<file path="config.mk">
export PLATFORM = sky130hd
export DESIGN_NAME = rxq_trig_buf
export DESIGN_NICKNAME = d
export VERILOG_FILES = /design/src/rtl/rxq_pkg.sv /design/src/rtl/rxq_store.sv /design/src/rtl/rxq_trig_eval.sv /design/src/rtl/rxq_trig_buf.sv
export SDC_FILE = /design/constraint.sdc
export NUM_CORES = 1
export LEC_CHECK = 0
export BUFFER_PORTS_ARGS = -buffer_cell sky130_fd_sc_hd__buf_2
export CAP_MARGIN = 20
export CELL_PAD_IN_SITES_DETAIL_PLACEMENT = 2
export CELL_PAD_IN_SITES_GLOBAL_PLACEMENT = 2
export CORE_MARGIN = 10
export CORE_UTILIZATION = 48
export CTS_CLUSTER_DIAMETER = 30
export DETAILED_ROUTE_END_ITERATION = 10
export HOLD_SLACK_MARGIN = 0.12
export PLACE_DENSITY_LB_ADDON = 0.08
export SLEW_MARGIN = 10
export SYNTH_ARGS = -nofsm -noshare
export SYNTH_HDL_FRONTEND = slang
export SYNTH_SLANG_ARGS = --single-unit
</file>
<file path="constraint.sdc">
create_clock -name clk -period 3.26 [get_ports clk]
set_input_delay 0 -clock clk [delete_from_list [all_inputs] [get_ports clk]]
set_output_delay 0 -clock clk [all_outputs]
set_load 0.02 [all_outputs]
</file>
<file path="src/rtl/rxq_pkg.sv">
package rxq_pkg;

  // Interrupt source field values
  typedef enum logic [1:0] {
    SRC_NONE = 2'b00,
    SRC_RDA  = 2'b01
  } rx_src_e;

  // Next pointer value for a circular index over 'depth' slots
  function automatic int unsigned ring_next(int unsigned cur, int unsigned depth);
    return (cur == depth - 1) ? 0 : cur + 1;
  endfunction

endpackage

</file>
<file path="src/rtl/rxq_store.sv">
module rxq_store #(
  parameter int unsigned W     = 8,
  parameter int unsigned DEPTH = 64,
  localparam int unsigned PTR_W = (DEPTH > 1) ? $clog2(DEPTH) : 1,
  localparam int unsigned CNT_W = $clog2(DEPTH + 1)
) (
  input  logic             clk,
  input  logic             rst_n,
  input  logic             flush,
  input  logic             cap_one,
  input  logic             push_req,
  input  logic [W-1:0]     push_data,
  input  logic             pop_req,
  output logic [CNT_W-1:0] cnt,
  output logic [W-1:0]     rd_data,
  output logic             dropped
);
  import rxq_pkg::*;

  logic [W-1:0]     mem [DEPTH];
  logic [PTR_W-1:0] wptr, rptr, wptr_nx, rptr_nx;
  logic             full, empty, pop, push;

  assign empty = (cnt == '0);
  assign full  = cap_one ? !empty : (cnt == CNT_W'(DEPTH));
  assign pop   = pop_req && !empty && !flush;
  assign push  = push_req && !flush && (!full || pop);
  assign dropped = push_req && !flush && !push;

  generate
    if ((1 << PTR_W) == DEPTH) begin : g_pow2
      assign wptr_nx = wptr + 1'b1;
      assign rptr_nx = rptr + 1'b1;
    end else begin : g_ring
      assign wptr_nx = PTR_W'(ring_next(32'(wptr), DEPTH));
      assign rptr_nx = PTR_W'(ring_next(32'(rptr), DEPTH));
    end
  endgenerate

  always_ff @(posedge clk) begin
    if (push) mem[wptr] <= push_data;
  end

  always_ff @(posedge clk or negedge rst_n) begin
    if (!rst_n) begin
      wptr    <= '0;
      rptr    <= '0;
      cnt     <= '0;
      rd_data <= '0;
    end else if (flush) begin
      wptr <= '0;
      rptr <= '0;
      cnt  <= '0;
    end else begin
      if (push) wptr <= wptr_nx;
      if (pop) begin
        rptr    <= rptr_nx;
        rd_data <= mem[rptr];
      end
      case ({push, pop})
        2'b10:   cnt <= cnt + 1'b1;
        2'b01:   cnt <= cnt - 1'b1;
        default: cnt <= cnt;
      endcase
    end
  end

  // popping an empty store leaves the output byte alone
  p_empty_read_hold_r9: assert property (@(posedge clk) disable iff (!rst_n)
    (pop_req && empty && !flush) |=> $stable(rd_data));

  // simultaneous push and pop on a non-empty store keeps the count
  p_simul_count_r10: assert property (@(posedge clk) disable iff (!rst_n)
    (push_req && pop_req && !empty && !flush) |=> $stable(cnt));

  // holding-register mode never keeps more than one character
  p_hold_cap_r11: assert property (@(posedge clk) disable iff (!rst_n)
    (cap_one && !flush) |-> (cnt <= CNT_W'(1)));

  // count never exceeds the queue depth
  p_no_overflow_r3: assert property (@(posedge clk) disable iff (!rst_n)
    cnt <= CNT_W'(DEPTH));

endmodule

</file>
<file path="src/rtl/rxq_trig_eval.sv">
module rxq_trig_eval #(
  parameter int unsigned CNT_W = 7,
  parameter int unsigned LVL0  = 1,
  parameter int unsigned LVL1  = 16,
  parameter int unsigned LVL2  = 32,
  parameter int unsigned LVL3  = 56
) (
  input  logic             clk,
  input  logic             rst_n,
  input  logic             queue_mode,
  input  logic             ie,
  input  logic [1:0]       sel,
  input  logic [CNT_W-1:0] cnt,
  output logic             irq,
  output logic [1:0]       src
);
  import rxq_pkg::*;

  localparam int unsigned LVLS [4] = '{LVL0, LVL1, LVL2, LVL3};

  logic [31:0] fill32, thresh;
  logic        reached;
  rx_src_e     src_e;

  assign fill32 = 32'(cnt);
  assign thresh = queue_mode ? LVLS[sel] : 32'd1;
  assign reached = (fill32 >= thresh);
  assign irq = ie && reached;

  always_comb begin
    src_e = SRC_NONE;
    if (irq) src_e = SRC_RDA;
  end
  assign src = src_e;

  // no interrupt while the enable is off
  p_ie_gate_r8: assert property (@(posedge clk) disable iff (!rst_n)
    !ie |-> (!irq && src == 2'b00));

  // a falling interrupt with steady controls needs a smaller count
  p_irq_drop_r6: assert property (@(posedge clk) disable iff (!rst_n)
    ($fell(irq) && $stable(ie) && $stable(sel) && $stable(queue_mode))
      |-> (cnt < $past(cnt)));

endmodule

</file>
<file path="src/rtl/rxq_trig_buf.sv">
module rxq_trig_buf #(
  parameter int unsigned W     = 8,
  parameter int unsigned DEPTH = 64,
  parameter int unsigned LVL0  = 1,
  parameter int unsigned LVL1  = 16,
  parameter int unsigned LVL2  = 32,
  parameter int unsigned LVL3  = 56,
  localparam int unsigned CNT_W = $clog2(DEPTH + 1)
) (
  input  logic         clk,
  input  logic         rst_n,
  input  logic         wr_valid,
  input  logic [W-1:0] wr_data,
  input  logic         rd_req,
  output logic [W-1:0] rd_data,
  input  logic         q_en,
  input  logic         rx_ie,
  input  logic [1:0]   lvl_sel,
  input  logic         ovr_clr,
  output logic         irq,
  output logic [1:0]   src_code,
  output logic         data_rdy,
  output logic         overrun
);

  logic             mode_q, flush, dropped;
  logic [CNT_W-1:0] cnt;

  always_ff @(posedge clk or negedge rst_n) begin
    if (!rst_n) mode_q <= 1'b0;
    else        mode_q <= q_en;
  end
  assign flush = (q_en != mode_q);

  rxq_store #(.W(W), .DEPTH(DEPTH)) u_store (
    .clk       (clk),
    .rst_n     (rst_n),
    .flush     (flush),
    .cap_one   (!q_en),
    .push_req  (wr_valid),
    .push_data (wr_data),
    .pop_req   (rd_req),
    .cnt       (cnt),
    .rd_data   (rd_data),
    .dropped   (dropped)
  );

  rxq_trig_eval #(
    .CNT_W(CNT_W), .LVL0(LVL0), .LVL1(LVL1), .LVL2(LVL2), .LVL3(LVL3)
  ) u_trig (
    .clk        (clk),
    .rst_n      (rst_n),
    .queue_mode (q_en),
    .ie         (rx_ie),
    .sel        (lvl_sel),
    .cnt        (cnt),
    .irq        (irq),
    .src        (src_code)
  );

  always_ff @(posedge clk or negedge rst_n) begin
    if (!rst_n)       overrun <= 1'b0;
    else if (dropped) overrun <= 1'b1;
    else if (ovr_clr) overrun <= 1'b0;
  end

  assign data_rdy = (cnt != '0);

  // the overrun flag holds until it is cleared
  p_ovr_sticky_r3: assert property (@(posedge clk) disable iff (!rst_n)
    (overrun && !ovr_clr) |=> overrun);

  // an accepted write always leaves data waiting
  p_rdy_after_write_r4: assert property (@(posedge clk) disable iff (!rst_n)
    (wr_valid && !flush) |=> data_rdy);

  // a mode change empties the store
  p_flush_mode_r12: assert property (@(posedge clk) disable iff (!rst_n)
    flush |=> !data_rdy);

endmodule

</file>
==> impl_metrics.ini <==
[outcome]
status = complete, no violations

[floorplan]
rows = 78
fp.dieH_um = 233
pin_count = 30
dieArea_um2 = 54400
die_x_um = 233
fp.coreArea_um2 = 45200
initial_core_util_pct = 48.3

[clock_tree]
clkSinkCount = 541
cts.reportedPaths.clkPinSlew_ns = 0.05
clk_path_buf_depth = 3
clk_latency_ns = 0.68
htreeDepth = 3
cts_tree = built
cts_inserted_buffers = 117
clockRootBuffer = clkbuf_16

[power]
power_leakage_nw = 9.07
p_total_w = 0.0229
vdd_drop_max_mv = 0.675
pwr_density_cell_nw_per_um2 = 833

[timing]
period_needed_ns = 3.22
holdWs_ns = 0.148
fin_tns_setup_ns = 0
drv_slew = 0
fin_crit_sh_pct = 98.7
hold_viol = 0
slew_headroom_pct = 22.9
setup_violations = 0
fin_worst_skew_ns = 0.0385
fmax_mhz = 311
worst_pin_slew_ns = 1.16

[synthesis]
syn-instance-count = 1238
synthTopCellsByArea = edfxtp_1, mux2i_1, mux4_2
synth_area_per_cell_um2 = 17.6
yosysWarnings = 0
ys.flop_type = edfxtp_1
synth_fp_nets = 1267
synth-seq-area-share_pct = 73.8
synth_area_um2 = 21800
synth_top_area_share_pct = 70.5
synthArstFlopShare_pct = 5.36
synth_edf_count = 512
ys_ff_latch = 541
ys_types = 56
synth_largest_area_cell = edfxtp_1

[grt]
track_usage_pct = 29.2
grt-ovfl-total = 0
grt_pass1_wl_um = 113000
antenna_found_initial = 1
grt_pass1_vias = 14893
grt_max_degree = 55

[critical_path]
critPathArrivalTime_ns = 3.58
critPathKind = reg2reg
cp_data_required_time_ns = 3.62
cpMostUsedCell = buf_4
crit_buf_inv = 2
cp-end-kind = register
worstPathMaxFanout = 8
slowest_delay_ns = 0.50
cp-start-kind = register
crit_chain = nor4_4 -> buf_4 -> a21oi_2 -> o21bai_4 -> and2_2 -> nand4b_2 -> nor2_1 -> buf_4
critPathSlowestCell = nand4b_2
path_delay_family = simple AND/OR/NAND/NOR gates

[route]
ant_nets = 0
via_per_inst = 6.21
routedWlPerCell_um = 37.0
wirelength_um = 78600
drcViolationCount = 0
drt-pass1-iter-count = 5
drt_iter0_markers = 1258
vias = 13213

[job]
max_cap_violations = 0

[cells_and_area]
antenna_cells = 0
drive_above_1_share_pct = 26.7
area_growth_syn_to_layout_pct = 26.0
nets = 1454

[placement]
hpwl_um = 40700
gp_congestion = 0.796
port_buffers = 28

[hold_path]
hp-class = in2reg
## cell families (layout without fill, tap and decap cells)
logic type / after synthesis / in the layout / share of synthesized area [%]
xor gates and xnor gates: 13 / 13 / 0.522
DFF: 541 / 541 / 73.8
and+or+nand+nor: 224 / 224 / 5.05
muxes: 211 / 211 / 13.2
buffers and inverters: 87 / 375 / 1.77
AOI/OAI and AO/OA: 149 / 149 / 4.84
adders and majority gates: 12 / 12 / 0.723
other: 1 / 1 / 0.0172
## repair_timing
action,in CTS,in global routing
setup endpoints to repair,0,50
endpoints found under the hold margin,253,50
hold buffers,15,1
resized for setup,0,4
buffers inserted,0,2
## where the power goes
group	switching (W)	leakage, nW	internal [W]
Sequential	0.000258	4.98	0.00777
Combinational	0.00163	2.18	0.000809
Clock	0.00434	1.91	0.00807
Total	0.00623	9.07	0.0166
## synth_stat cells, drive strengths merged, types with 9 or more instances
cell type  number
ha             11
dfrtp          29
buf            38
inv             9
nand4          11
nor2b           9
nand3b         11
a21oi          25
nand3          42
mux4           62
a31oi          17
nor2           82
clkbuf         40
a22oi          58
o211ai         14
mux2i         149
o21ai          15
edfxtp        512
nand2          51
## through the flow
step                      utilization (%)  setup WS, ns  std cells  instance area [um2]
after global routing                 60.8       -0.0343       2126                27500
after global placement               51.4         0.466       1888                23200
after CTS                            60.7         0.107       2123                27400
final                                60.8        0.0414       2126                27500
after floorplan                         -         0.678       1238                21800
after detailed placement             51.4         0.297       1888                23200
## final timing paths
path	from	cells after the start	endpoint	slack (ns)
min in group asynchronous	rst_n	4	u_store.wptr[4]$_DFFE_PN0P_	0.38
worst max register to register	u_store.cnt[4]$_DFFE_PN0P_	8	u_store.mem[53][1]$_DFFE_PP_	0.04
worst min register to register	u_store.rd_data[3]$_DFFE_PN0P_	2	u_store.rd_data[3]$_DFFE_PN0P_	0.54
max in group asynchronous	rst_n	4	u_store.rd_data[4]$_DFFE_PN0P_	2.64
worst max-delay path	u_store.cnt[4]$_DFFE_PN0P_	8	u_store.mem[53][1]$_DFFE_PP_	0.04
worst min-delay path	wr_data[1]	1	u_store.mem[26][1]$_DFFE_PP_	0.15
## layer usage
layer  track usage, %  wire (um)
met2             50.4      40400
met3             4.90       4810
met4             11.6       2730
met1             36.1      30700
met5                0         11
## cell type report
cell class                      count  area (um2)
Sequential cell                   541       16100
Clock buffer                      139        3060
Multi-Input combinational cell    610        5350
Clock inverter                     81         987
Fill cell                        3651       17700
Timing Repair Buffer              146        1180
Inverter                            9        33.8
Tap cell                          600         751
## registers in the layout (all words and copies together) (netlist names)
name,count
u_store.rd_data,8
u_store.mem,512
overrun,1
u_store.cnt,7
u_store.rptr,6
u_store.wptr,6
mode_q,1
## cell usage in the layout (no fill, tap or decap), types with 3 or more instances in the layout
cell type / instances
mux2i_1: 149
clkbuf_1: 19
nand4_1: 11
xor2_1: 8
edfxtp_1: 512
dlygate4sd3_1: 15
clkinvlp_4: 21
nor2_1: 80
bufinv_16: 17
clkinv_1: 11
clkinv_4: 9
a31oi_1: 17
nand3b_1: 10
nand3_1: 41
buf_12: 9
o31ai_1: 4
dfrtp_1: 26
mux4_2: 62
nand2_1: 50
clkbuf_16: 119
ha_1: 11
buf_2: 27
inv_1: 9
nor2b_1: 7
buf_4: 95
xnor2_1: 5
clkinv_2: 15
o21ai_0: 14
a21oi_1: 24
and2_1: 3
a22oi_1: 58
inv_6: 5
o211ai_1: 14
(Power assumes the default switching activity.)
